$ cat src/rtl/cst_pkg.sv
package cst_pkg;
  typedef enum logic [2:0] {
    ST_IDLE    = 3'b000,
    ST_RD_DATA = 3'b001,
    ST_RD_STAT = 3'b010,
    ST_WR_DATA = 3'b011,
    ST_WR_STAT = 3'b100,
    ST_ND_STAT = 3'b101,
    ST_SEQ_ERR = 3'b110
  } stage_e;

  localparam logic [1:0] PID_BUF   = 2'b01;
  localparam logic [1:0] PID_STALL = 2'b10;

  function automatic stage_e path_stage(input logic dir_in, input logic len_zero);
    if (len_zero)    return ST_ND_STAT;
    else if (dir_in) return ST_RD_DATA;
    else             return ST_WR_DATA;
  endfunction
endpackage

$ cat src/rtl/cst_seq_walk.sv
module cst_seq_walk
  import cst_pkg::*;
(
  input  stage_e stage_i,
  input  logic   xfer_i,
  input  logic   pkt_i,
  input  logic   tok_in_i,
  input  logic   tok_out_i,
  input  logic   tok_ping_i,
  input  logic   pkt_rx_i,
  input  logic   pkt_data1_i,
  input  logic   ack_tx_i,
  input  logic   ack_rx_i,
  output stage_e stage_o,
  output logic   xfer_o,
  output logic   pkt_o,
  output logic   err_o
);
  logic out_like;
  assign out_like = tok_out_i | tok_ping_i;

  always_comb begin
    stage_o = stage_i;
    xfer_o  = xfer_i;
    pkt_o   = pkt_i;
    err_o   = 1'b0;
    unique case (stage_i)
      ST_RD_DATA: begin
        if (ack_rx_i) xfer_o = 1'b1;
        if (out_like) begin
          if (xfer_i) stage_o = ST_RD_STAT;
          else        err_o   = 1'b1;
        end
      end
      ST_RD_STAT: begin
        if (tok_in_i) err_o = 1'b1;
        else if (pkt_rx_i) begin
          if (pkt_data1_i) stage_o = ST_IDLE;
          else             err_o   = 1'b1;
        end
      end
      ST_WR_DATA: begin
        if (pkt_rx_i) begin
          pkt_o = 1'b1;
          if (!pkt_i && !pkt_data1_i) err_o = 1'b1;
        end
        if (ack_tx_i) xfer_o = 1'b1;
        if (tok_in_i) begin
          if (xfer_i) stage_o = ST_WR_STAT;
          else        err_o   = 1'b1;
        end
      end
      ST_WR_STAT, ST_ND_STAT: begin
        if (out_like)      err_o   = 1'b1;
        else if (ack_rx_i) stage_o = ST_IDLE;
      end
      default: ;
    endcase
    if (err_o) stage_o = ST_SEQ_ERR;
  end
endmodule

$ cat src/rtl/cst_pend.sv
module cst_pend
  import cst_pkg::*;
(
  input  logic   clk_i,
  input  logic   rst_ni,
  input  logic   err_held_i,
  input  logic   setup_done_i,
  input  logic   clr_i,
  input  stage_e path_i,
  output logic   pend_o,
  output stage_e pend_stage_o
);
  always_ff @(posedge clk_i or negedge rst_ni) begin
    if (!rst_ni) begin
      pend_o       <= 1'b0;
      pend_stage_o <= ST_IDLE;
    end else if (err_held_i && clr_i) begin
      pend_o <= 1'b0;
    end else if (err_held_i && setup_done_i) begin
      pend_o       <= 1'b1;
      pend_stage_o <= path_i;
    end
  end
endmodule

$ cat src/rtl/cst_status.sv
module cst_status (
  input  logic clk_i,
  input  logic rst_ni,
  input  logic set_i,
  input  logic clr_i,
  output logic sts_o
);
  always_ff @(posedge clk_i or negedge rst_ni) begin
    if (!rst_ni)    sts_o <= 1'b0;
    else if (set_i) sts_o <= 1'b1;
    else if (clr_i) sts_o <= 1'b0;
  end
endmodule

$ cat src/rtl/ctrl_stage_tracker.sv
module ctrl_stage_tracker
  import cst_pkg::*;
#(
  parameter int LEN_W = 16
) (
  input  logic             clk_i,
  input  logic             rst_ni,
  input  logic             setup_done_i,
  input  logic             setup_dir_i,
  input  logic [LEN_W-1:0] setup_len_i,
  input  logic             tok_in_i,
  input  logic             tok_out_i,
  input  logic             tok_ping_i,
  input  logic             pkt_rx_i,
  input  logic             pkt_data1_i,
  input  logic             ack_tx_i,
  input  logic             ack_rx_i,
  input  logic             irq_en_i,
  input  logic             sts_clr_i,
  output logic [2:0]       stage_o,
  output logic             sts_o,
  output logic             irq_o,
  output logic [1:0]       pid_ctl_o
);
  stage_e stage_q, stage_d, walk_stage, path, pend_stage, rel_stage;
  logic   xfer_q, xfer_d, pkt_q, pkt_d;
  logic   walk_xfer, walk_pkt, walk_err;
  logic   err_held, setup_go, rel, drop, sts_set, stall_q, pend;

  assign err_held  = (stage_q == ST_SEQ_ERR);
  assign path      = path_stage(setup_dir_i, setup_len_i == '0);
  assign setup_go  = setup_done_i && !err_held;
  assign rel       = sts_clr_i && err_held && (pend || setup_done_i);
  assign drop      = sts_clr_i && err_held && !rel;
  // a setup in the clearing cycle itself takes precedence over the stored one
  assign rel_stage = setup_done_i ? path : pend_stage;

  cst_seq_walk u_walk (
    .stage_i     (stage_q),
    .xfer_i      (xfer_q),
    .pkt_i       (pkt_q),
    .tok_in_i    (tok_in_i),
    .tok_out_i   (tok_out_i),
    .tok_ping_i  (tok_ping_i),
    .pkt_rx_i    (pkt_rx_i),
    .pkt_data1_i (pkt_data1_i),
    .ack_tx_i    (ack_tx_i),
    .ack_rx_i    (ack_rx_i),
    .stage_o     (walk_stage),
    .xfer_o      (walk_xfer),
    .pkt_o       (walk_pkt),
    .err_o       (walk_err)
  );

  cst_pend u_pend (
    .clk_i        (clk_i),
    .rst_ni       (rst_ni),
    .err_held_i   (err_held),
    .setup_done_i (setup_done_i),
    .clr_i        (sts_clr_i),
    .path_i       (path),
    .pend_o       (pend),
    .pend_stage_o (pend_stage)
  );

  always_comb begin
    stage_d = walk_stage;
    xfer_d  = walk_xfer;
    pkt_d   = walk_pkt;
    sts_set = (walk_stage != stage_q);
    if (rel) begin
      stage_d = rel_stage;
      xfer_d  = 1'b0;
      pkt_d   = 1'b0;
      sts_set = 1'b1;
    end else if (drop) begin
      stage_d = ST_IDLE;
      sts_set = 1'b0;
    end else if (setup_go) begin
      stage_d = path;
      xfer_d  = 1'b0;
      pkt_d   = 1'b0;
      sts_set = 1'b1;
    end
  end

  always_ff @(posedge clk_i or negedge rst_ni) begin
    if (!rst_ni) begin
      stage_q <= ST_IDLE;
      xfer_q  <= 1'b0;
      pkt_q   <= 1'b0;
      stall_q <= 1'b0;
    end else begin
      stage_q <= stage_d;
      xfer_q  <= xfer_d;
      pkt_q   <= pkt_d;
      if (rel || setup_go)                 stall_q <= 1'b0;
      else if (walk_err && !err_held)      stall_q <= 1'b1;
    end
  end

  cst_status u_status (
    .clk_i  (clk_i),
    .rst_ni (rst_ni),
    .set_i  (sts_set),
    .clr_i  (sts_clr_i),
    .sts_o  (sts_o)
  );

  assign stage_o   = stage_q;
  assign irq_o     = sts_o && irq_en_i;
  assign pid_ctl_o = stall_q ? PID_STALL : PID_BUF;
endmodule

$ cat config.mk
export PLATFORM = sky130hd
export DESIGN_NAME = ctrl_stage_tracker
export DESIGN_NICKNAME = d
export VERILOG_FILES = /design/src/rtl/cst_pkg.sv /design/src/rtl/cst_seq_walk.sv /design/src/rtl/cst_pend.sv /design/src/rtl/cst_status.sv /design/src/rtl/ctrl_stage_tracker.sv
export SDC_FILE = /design/constraint.sdc
export NUM_CORES = 1
export LEC_CHECK = 0
export BUFFER_PORTS_ARGS = -buffer_cell sky130_fd_sc_hd__buf_2
export CORE_ASPECT_RATIO = 0.7
export CORE_UTILIZATION = 40
export CTS_CLUSTER_SIZE = 10
export DETAILED_ROUTE_END_ITERATION = 16
export PLACE_DENSITY = 0.7
export SLEW_MARGIN = 20
export SYNTH_ARGS = -nofsm -noshare
export SYNTH_HDL_FRONTEND = slang
export SYNTH_SLANG_ARGS = --single-unit
$ cat constraint.sdc
create_clock -name clk_i -period 1.7 [get_ports clk_i]
set_input_delay 0.34 -clock clk_i [delete_from_list [all_inputs] [get_ports clk_i]]
set_output_delay 0.34 -clock clk_i [all_outputs]
set_load 0.01 [all_outputs]
==> results.py, run 1 <==
metrics = {
    "route": {
        "initial_detailed_routing_violation_count": 13,
        "dr_total_vias": 763,
        "post-route-drc-count": 0,
        "drt-pass1-iter-count": 4,
        "wirelength_um": 1980,
        "average_via_count_per_standard_cell": 5.37,
        "avgRoutedWirePerCell_um": 13.9,
        "route.antenna.remaining_nets": 0,
    },
    "timing": {
        "rsz_0062_raised_after_global_routing": "no",
        "slew_viol_final": 0,
        "finalHoldViolCount": 0,
        "fin_tns_setup_ns": 0,
        "tightestPinTransition_ns": 0.418,
        "setup_viol": 0,
        "final.period_utilization_pct": 95.8,
        "finalWorstPathRequiredPeriod_ns": 1.63,
        "max-slew-margin-rel_pct": 72.2,
        "worst_clock_skew_ns": 0.000450,
        "fmax_ghz": 0.614,
    },
    "layout": {
        "fillCellCount": 183,
        "antenna_cells_inserted": 0,
        "synthToLayoutAreaGrowth_pct": 24.6,
        "fraction_of_final_layout_cells_sized_beyond_drive_strength_1_pct": 47.5,
        "post-route-util_pct": 53.0,
        "commonest_non_fill_non_tap_cells_in_the_layout": "35 x buf_2, 10 x dfrtp_1, 7 x a21oi_1",
        "layout_commonest_cell": "buf_2",
        "nNetsFinal": 150,
    },
    "floorplan": {
        "floorplan.die.width_um": 55.1,
        "core_region_area_um2": 1850,
        "die_area_um2": 2160,
        "pin_count": 36,
        "floorplan.initialDensity_pct": 42.6,
        "die_height_um": 39.2,
        "rows": 13,
    },
    "critical_path": {
        "crit_path_max_fanout": 13,
        "reg2regPathDepth": 4,
        "setup.reg_to_reg.worst_slack_ns": 0.07,
        "setup.worst_path.end_class": "flip-flop",
        "path_class": "reg2reg",
        "path_cells": "or2_2 -> a2bb2oi_2 -> a311oi_1 -> a211o_1",
        "critPathArrivalTime_ns": 1.84,
        "worst_r2r_startpoint": "stage_o[1]$_DFF_PN0_",
        "rr_endpoint": "stage_o[2]$_DFF_PN0_",
        "cp-start-kind": "flip-flop",
        "delay_of_the_slowest_cell_on_the_worst_path_ns": 0.53,
        "worstSetupStartpoint": "stage_o[1]$_DFF_PN0_",
        "crit_path_top_delay_cell": "dfrtp_1",
        "cp_data_required_time_ns": 1.91,
    },
    "place": {
        "dp_hpwl_um": 1550,
        "final_weighted_congestion_in_routability_driven_placement": 0.823,
        "buffer_ports.inserted": 35,
    },
    "worst_hold_path": {
        "hold_path.class": "in2reg",
        "hold-path-endpoint": "u_pend.pend_o$_DFFE_PN0P_",
        "hp-start": "sts_clr_i",
        "number_of_cells_on_the_worst_hold_path": 2,
    },
    "synth": {
        "netlist_instances": 85,
        "ys_warn_count": 0,
        "syn_nets": 114,
        "syn_avg_cell_area_um2": 9.29,
        "yosys_register_bits": 11,
        "synth_seq_area_share_pct": 34.9,
        "syn_area_um2": 790,
        "yosys.cell_types.count": 40,
    },
    "pwr": {
        "swShare_pct": 43.8,
        "seq_power_share_pct": 38.9,
        "irDropWorstVdd_uv": 1030,
        "power_frac_comb_pct": 48.2,
        "internal-power_uw": 793,
        "pwr-share-clk_pct": 12.9,
        "power_per_cell_area_nw_per_um2": 1440,
        "power_switching_uw": 619,
        "p_leak_uw": 0.000456,
    },
    "global_route": {
        "initial_antenna_violation_count": 0,
        "first_pass_grt_wire_length_um": 3090,
        "grt_util_all_layers_pct": 21.1,
        "globalRouteMet2Util_pct": 31.6,
        "top_usage_layer": "met2",
        "grt.met3_usage_pct": 8.24,
        "grt_max_degree": 14,
        "gr-total-overflow": 0,
        "globalRouteMet1Util_pct": 29.1,
        "grt_pass1_vias": 651,
    },
    "clock_network": {
        "cts_bufs_inserted": 3,
        "ctsHtreeMaxLevel": 1,
        "worst_skew_pair.late_latency_ns": 0.27,
        "max-clock-path-buffers": 2,
        "cts_tree": "built",
        "ctsRootBufferMaster": "clkbuf_4",
        "clk_pin_slew_ns": 0.07,
        "cts_sinks": 11,
    },
    "job": {
        "cap_violations": 0,
    },
    "run_status": {
        "status": "completed",
    },
}
[repair_timing]
action / CTS / global route
hold endpoints to repair: 11 / 0
buffers inserted: 0 / 0
hold buffers: 1 / 0
resized for setup: 0 / 1
endpoints found under the setup margin: 0 / 1
[per-layer routing]
layer  vias to the layer above  part of all wire [%]
li1                        387                     -
met1                       350                    51
met2                        26                    43
met3                         0                   6.0
met4                         0                     0
met5                         -                     0
[sequential cells by signal (all words and copies together) (netlist names)]
| register | cells |
|---|---|
| stall_q | 1 |
| u_status.sts_o | 1 |
| u_pend.pend_o | 1 |
| u_pend.pend_stage_o | 3 |
| pkt_q | 1 |
| stage_o | 3 |
| xfer_q | 1 |
[worst max-delay path: cells and delay by family (launching register included)]
kind / cells / cell delay, ns
AO/OA/AOI/OAI: 3 / 0.64
flip-flops: 1 / 0.53
AND/OR/NAND/NOR: 1 / 0.39
[worst max path at each step]
stage,slack (ns),depth (start not counted),end
floorplan,0.28,6,u_status.sts_o$_DFFE_PN0P_
global placement,0.12,4,stage_o[2]$_DFF_PN0_
detailed placement,0.09,5,stage_o[2]$_DFF_PN0_
CTS,0.07,5,stage_o[2]$_DFF_PN0_
global route,0.005,5,stage_o[2]$_DFF_PN0_
finish,0.07,4,stage_o[2]$_DFF_PN0_
[through the flow]
stage	hold slack, ns	setup WS (ns)	instance area, µm²	instances	total power (µW)
floorplan	0.0444	0.278	790	85	1080
global placement	0.220	0.118	946	137	1210
detailed placement	0.222	0.0937	946	137	1230
CTS	0.300	0.0711	982	142	1420
global route	0.302	0.00543	983	142	1530
finish	0.304	0.0709	983	142	1410
[cell usage after synthesis]
cell / count / area, µm²
and4_1: 1 / 8.76
o22ai_1: 1 / 6.26
a2bb2oi_2: 1 / 15.0
nor2_2: 3 / 18.8
a211o_1: 1 / 8.76
nand2b_1: 3 / 18.8
nand3b_1: 2 / 15.0
and3_4: 1 / 11.3
a21oi_1: 7 / 35.0
a22o_1: 1 / 8.76
a221oi_2: 1 / 15.0
dfrtp_1: 11 / 275
nand2_1: 3 / 11.3
mux2_4: 2 / 30.0
o221ai_2: 1 / 15.0
or2_2: 2 / 12.5
a21oi_2: 3 / 26.3
buf_4: 1 / 7.51
o21ai_0: 1 / 5.00
nor4_1: 4 / 25.0
nand2_2: 2 / 12.5
buf_6: 3 / 33.8
o2111ai_1: 1 / 8.76
and3b_1: 1 / 8.76
a32oi_1: 1 / 8.76
buf_2: 1 / 5.00
a31oi_1: 1 / 6.26
inv_2: 1 / 3.75
inv_1: 5 / 18.8
a41oi_1: 1 / 8.76
nand4_1: 1 / 6.26
a41o_1: 1 / 10.0
o21ai_1: 2 / 10.0
nor3_1: 2 / 10.0
and2_1: 2 / 12.5
nor2_1: 5 / 18.8
o211ai_1: 1 / 7.51
nand3_1: 2 / 10.0
a311oi_1: 1 / 8.76
mux2_2: 1 / 11.3
[power by group through the flow]
stage                     clock network, µW  registers [µW]  logic (µW)
after floorplan                           0             466         618
after global placement                    0             539         666
after detailed placement                  0             551         677
after CTS                               186             547         683
after global routing                    203             576         748
final                                   182             550         680
[cell families after synthesis]
logic type	share of synthesized area [%]
compound gates	25.8
buf+inv	8.72
mux	5.23
flops	34.9
simple gates	25.4
[final cells by class]
type,instances,area [µm²],area share [%]
clock buffer,4,26.3,2.67
inverter,6,22.5,2.29
multi-input combinational,63,445,45.3
sequential,11,277,28.1
tap,22,27.5,2.80
timing repair buffer,36,185,18.8
No activity file was read; power rests on OpenSTA's default activity.
==> run 2: changes to the inputs <==
Settings changed: CTS_BUF_LIST set to sky130_fd_sc_hd__clkbuf_2 sky130_fd_sc_hd__clkbuf_4 sky130_fd_sc_hd__clkbuf_8.
==> run 2 against run 1 <==
Die area did not move. Register-to-register slack is essentially flat. Worst setup slack lost 0.0057 ns. Global-route usage down 0.48 points. Clock-buffer cell count is the same. Highest routed layer unchanged. Utilization up 0.20 points.
==> results.py, run 2 (same netlist as run 1, synthesis figures left out) <==
metrics = {
    "run_status": {
        "status": "completed",
    },
    "timing": {
        "tightestPinTransition_ns": 0.419,
        "fmax_ghz": 0.612,
        "post-route-worst-setup-slack_ns": 0.0652,
        "max-slew-margin-rel_pct": 72.0,
        "finalHoldViolCount": 0,
        "final.period_utilization_pct": 96.2,
        "setup_viol": 0,
        "slew_viol_final": 0,
        "worst_clock_skew_ns": 0.00124,
        "rsz_0062_raised_after_global_routing": "no",
        "whs_ns": 0.304,
        "fin_tns_setup_ns": 0,
        "finalWorstPathRequiredPeriod_ns": 1.63,
    },
    "layout": {
        "commonest_non_fill_non_tap_cells_in_the_layout": "35 x buf_2, 10 x dfrtp_1, 7 x a21oi_1",
        "nNetsFinal": 150,
        "antenna_cells_inserted": 0,
        "fillCellCount": 182,
        "layout_commonest_cell": "buf_2",
        "fraction_of_final_layout_cells_sized_beyond_drive_strength_1_pct": 48.3,
        "post-route-util_pct": 53.2,
        "synthToLayoutAreaGrowth_pct": 25.0,
    },
    "route": {
        "avgRoutedWirePerCell_um": 13.6,
        "initial_detailed_routing_violation_count": 13,
        "post-route-drc-count": 0,
        "average_via_count_per_standard_cell": 5.35,
        "route.antenna.remaining_nets": 0,
        "dr_total_vias": 759,
        "drt-pass1-iter-count": 4,
        "wirelength_um": 1930,
    },
    "global_route": {
        "grt_pass1_vias": 648,
        "gr-total-overflow": 0,
        "first_pass_grt_wire_length_um": 3040,
        "grt_max_degree": 14,
        "initial_antenna_violation_count": 0,
        "grt_util_all_layers_pct": 20.6,
    },
    "worst_hold_path": {
        "hold_path.class": "in2reg",
    },
    "critical_path": {
        "crit_path_max_fanout": 13,
        "critPathArrivalTime_ns": 1.84,
        "path_class": "reg2reg",
        "cp-start-kind": "flip-flop",
        "setup.worst_path.end_class": "flip-flop",
        "cp_data_required_time_ns": 1.91,
    },
    "floorplan": {
        "core_region_area_um2": 1850,
        "floorplan.initialDensity_pct": 42.6,
        "pin_count": 36,
        "die_height_um": 39.2,
        "rows": 13,
        "die_area_um2": 2160,
        "floorplan.die.width_um": 55.1,
    },
    "clock_network": {
        "ctsHtreeMaxLevel": 1,
        "cts_tree": "built",
        "clk_pin_slew_ns": 0.07,
        "cts_bufs_inserted": 3,
        "cts_sinks": 11,
        "ctsRootBufferMaster": "clkbuf_4",
        "worst_skew_pair.late_latency_ns": 0.27,
        "max-clock-path-buffers": 2,
        "postCtsSetupBuffers": 0,
    },
    "pwr": {
        "power_frac_comb_pct": 47.6,
        "seq_power_share_pct": 38.4,
        "power_per_cell_area_nw_per_um2": 1440,
        "swShare_pct": 43.3,
        "irDropWorstVdd_uv": 1020,
        "internal-power_uw": 809,
        "p_leak_uw": 0.000459,
        "power_switching_uw": 616,
        "pwr-share-clk_pct": 14.0,
    },
    "job": {
        "cap_violations": 0,
    },
    "place": {
        "buffer_ports.inserted": 35,
        "final_weighted_congestion_in_routability_driven_placement": 0.823,
        "dp_hpwl_um": 1550,
        "preCtsSetupSlack_ns": 0.0937,
    },
}
run 2: path summary, 6_finish.rpt:
path,end,slack (ns),start,cells after the start
worst max-delay path,stage_o[2]$_DFF_PN0_,0.07,stage_o[1]$_DFF_PN0_,4
max in group asynchronous,stage_o[2]$_DFF_PN0_,1.01,rst_ni,2
worst max register to register,stage_o[2]$_DFF_PN0_,0.07,stage_o[1]$_DFF_PN0_,4
worst min-delay path,u_pend.pend_o$_DFFE_PN0P_,0.30,sts_clr_i,2
min in group asynchronous,u_pend.pend_stage_o[2]$_DFFE_PN0P_,0.47,rst_ni,2
worst min register to register,u_pend.pend_stage_o[0]$_DFFE_PN0P_,0.48,u_pend.pend_stage_o[0]$_DFFE_PN0P_,1
run 2: critical path, cell delays in order, from the launching register on:
cell and delay [ns]:
dfrtp_1 0.53, or2_2 0.39, a2bb2oi_2 0.20, a311oi_1 0.29, a211o_1 0.15
run 2: timing repair:
action,4_1_cts,5_1_grt
resized for setup,0,1
hold endpoints to repair,11,0
hold buffers,1,0
setup endpoints to repair,0,1
run 2: power groups by stage:
stage,combinational [µW],sequential [µW],clock (µW)
floorplan,618,466,0
global placement,666,539,0
detailed placement,677,551,0
CTS,682,545,200
global route,747,574,216
finish,678,547,200
run 2: per-stage QoR:
step                      total power [µW]  instance area, µm²  cells
after global routing                  1540                 987    142
final                                 1420                 987    142
after global placement                1210                 946    137
after detailed placement              1230                 946    137
after floorplan                       1080                 790     85
after CTS                             1430                 986    142
run 2: routing by layer:
layer | share of wire, % | global-route usage (%)
met5 | 0 | 0
met4 | 0 | 1.88
met3 | 6.3 | 8.24
met2 | 43 | 30.1
met1 | 51 | 28.9
run 2: cell type report:
cell class	count	area (µm²)	area share, %
clock buffer	4	30.0	3.04
inverter	6	22.5	2.28
multi-input combinational	63	445	45.1
sequential	11	277	28.0
tap	22	27.5	2.79
timing repair buffer	36	185	18.8
==> run 3: changes to the inputs <==
Settings changed: MAX_ROUTING_LAYER set to met4, PLACE_DENSITY 0.7 to 0.73.
Clock period 1.7 ns to 1.4 ns, I/O delays scaled along.
==> run 3 against run 2 <==
The flow now finishes with violations (negative setup slack). Die area did not move. Global-route usage rose by 3.9 points. First-iteration DRC count rose by 140%. Final area rose by 21%. Via count rose by 20%. Wire length rose by 31%. Sequential power rose by 10%. Fmax rose by 9.1%. Critical endpoint is now u_status.sts_o$_DFFE_PN0P_. Largest power group unchanged. Highest routed layer is now met4.
==> results.py, run 3 (same netlist as run 1, synthesis figures left out) <==
metrics = {
    "timing": {
        "slew_viol_final": 0,
        "setup_viol": 6,
        "final.period_utilization_pct": 107,
        "whs_ns": 0.249,
        "fmax_ghz": 0.667,
        "finalWorstPathRequiredPeriod_ns": 1.50,
        "tightestPinTransition_ns": 0.278,
        "post-route-worst-setup-slack_ns": -0.0982,
        "rsz_0062_raised_after_global_routing": "yes",
        "fin_tns_setup_ns": -0.316,
        "finalHoldViolCount": 0,
        "worst_clock_skew_ns": 0.00647,
        "max-slew-margin-rel_pct": 81.3,
    },
    "critical_path": {
        "setup.worst_path.end_class": "flip-flop",
        "reg2regPathDepth": 7,
        "cp-start-kind": "flip-flop",
        "cp_data_required_time_ns": 1.60,
        "path_class": "reg2reg",
        "critPathArrivalTime_ns": 1.69,
        "crit_path_max_fanout": 6,
        "rr_endpoint": "u_status.sts_o$_DFFE_PN0P_",
        "setup.reg_to_reg.worst_slack_ns": -0.1,
        "worst_r2r_startpoint": "stage_o[0]$_DFF_PN0_",
    },
    "global_route": {
        "grt_max_degree": 12,
        "grt_pass1_vias": 766,
        "gr-total-overflow": 0,
        "grt_util_all_layers_pct": 24.5,
        "initial_antenna_violation_count": 0,
        "first_pass_grt_wire_length_um": 3480,
    },
    "layout": {
        "commonest_non_fill_non_tap_cells_in_the_layout": "36 x buf_2, 17 x buf_4, 8 x dfrtp_1",
        "fillCellCount": 166,
        "layout_commonest_cell": "buf_2",
        "synthToLayoutAreaGrowth_pct": 51.3,
        "fraction_of_final_layout_cells_sized_beyond_drive_strength_1_pct": 61.7,
        "nNetsFinal": 171,
        "antenna_cells_inserted": 0,
        "multiInputGateArea_um2": 484,
        "post-route-util_pct": 64.4,
        "seqCellArea_um2": 279,
        "final-instance-count-excl-fill": 163,
    },
    "worst_hold_path": {
        "hold-path-endpoint": "u_pend.pend_o$_DFFE_PN0P_",
        "hold_path.class": "in2reg",
        "hp-start": "sts_clr_i",
        "number_of_cells_on_the_worst_hold_path": 2,
    },
    "run_status": {
        "failed_checks": "negative setup slack",
        "status": "finished, violations left",
    },
    "floorplan": {
        "rows": 13,
        "floorplan.initialDensity_pct": 42.6,
        "core_region_area_um2": 1850,
        "die_area_um2": 2160,
        "die_height_um": 39.2,
        "pin_count": 36,
        "floorplan.die.width_um": 55.1,
    },
    "pwr": {
        "totalPowerFinal_uw": 2310,
        "p_leak_uw": 0.000573,
        "irDropWorstVdd_uv": 1170,
        "power_per_cell_area_nw_per_um2": 1930,
    },
    "route": {
        "dr_total_vias": 910,
        "average_via_count_per_standard_cell": 5.58,
        "post-route-drc-count": 0,
        "drt-pass1-iter-count": 4,
        "initial_detailed_routing_violation_count": 31,
        "route.antenna.remaining_nets": 0,
        "avgRoutedWirePerCell_um": 15.6,
        "wirelength_um": 2540,
    },
    "clock_network": {
        "ctsRootBufferMaster": "clkbuf_4",
        "cts_tree": "built",
        "cts_bufs_inserted": 3,
        "clk_pin_slew_ns": 0.07,
        "ctsHtreeMaxLevel": 1,
        "max-clock-path-buffers": 2,
        "cts_sinks": 11,
        "worst_skew_pair.late_latency_ns": 0.27,
    },
    "place": {
        "buffer_ports.inserted": 35,
        "dp_hpwl_um": 1800,
        "place.detailed.instances": 151,
        "final_weighted_congestion_in_routability_driven_placement": 0.826,
    },
    "job": {
        "cap_violations": 0,
    },
}
==> run 3: how the worst max path moves through the flow <==
stage                                          to  slack, ns  cells past startpoint            startpoint
2_1_floorplan  u_pend.pend_stage_o[1]$_DFFE_PN0P_     -0.009                      5  stage_o[0]$_DFF_PN0_
3_3_place_gp                 stage_o[2]$_DFF_PN0_      -0.05                      5  stage_o[0]$_DFF_PN0_
3_5_place_dp                 stage_o[2]$_DFF_PN0_      -0.11                      5  stage_o[0]$_DFF_PN0_
4_1_cts        u_pend.pend_stage_o[2]$_DFFE_PN0P_      -0.04                      5  stage_o[0]$_DFF_PN0_
5_1_grt                u_status.sts_o$_DFFE_PN0P_      -0.16                      7  stage_o[0]$_DFF_PN0_
6_report               u_status.sts_o$_DFFE_PN0P_       -0.1                      7  stage_o[0]$_DFF_PN0_
==> run 3: cell type report <==
class                           instances  area share (%)
Tap cell                               22            2.30
Clock buffer                            4            2.51
Timing Repair Buffer                   57            29.4
Sequential cell                        11            23.4
Inverter                                6            1.88
Multi-Input combinational cell         63            40.5
==> run 3: per-stage QoR <==
step                instance area [µm²]  setup slack (ns)
global placement                   1060           -0.0486
detailed placement                 1060            -0.112
floorplan                           798          -0.00948
global route                       1190            -0.158
finish                             1190           -0.0982
CTS                                1160           -0.0405
==> run 3: repair_timing <==
action | in CTS | in global routing
hold buffers | 1 | 0
endpoints found under the setup margin | 6 | 8
resized for setup | 6 | 8
setup buffers | 7 | 1
hold endpoints to repair | 11 | 0
pin swaps | 4 | 4
==> run 3: worst max-delay path, stage by stage, from the launching register on <==
cell and delay, ns:
dfrtp_2 0.36, buf_6 0.13, buf_4 0.10, inv_1 0.04, nor3_1 0.28, o211ai_1 0.16
and2_4 0.20, o2111ai_2 0.15
==> run 3: routing by layer <==
metal	track usage [%]	share of wire, %
met4	5.00	1.4
met2	36.7	46
met3	8.24	8.3
met5	-	0
met1	32.0	44
==> run 3: power breakdown <==
part	switching, µW	total [µW]	internal (µW)	leakage (µW)
logic	685	1470	781	0.000425
registers	153	604	452	0.000130
clock network	111	241	130	0.0000184
total	948	2310	1360	0.000573
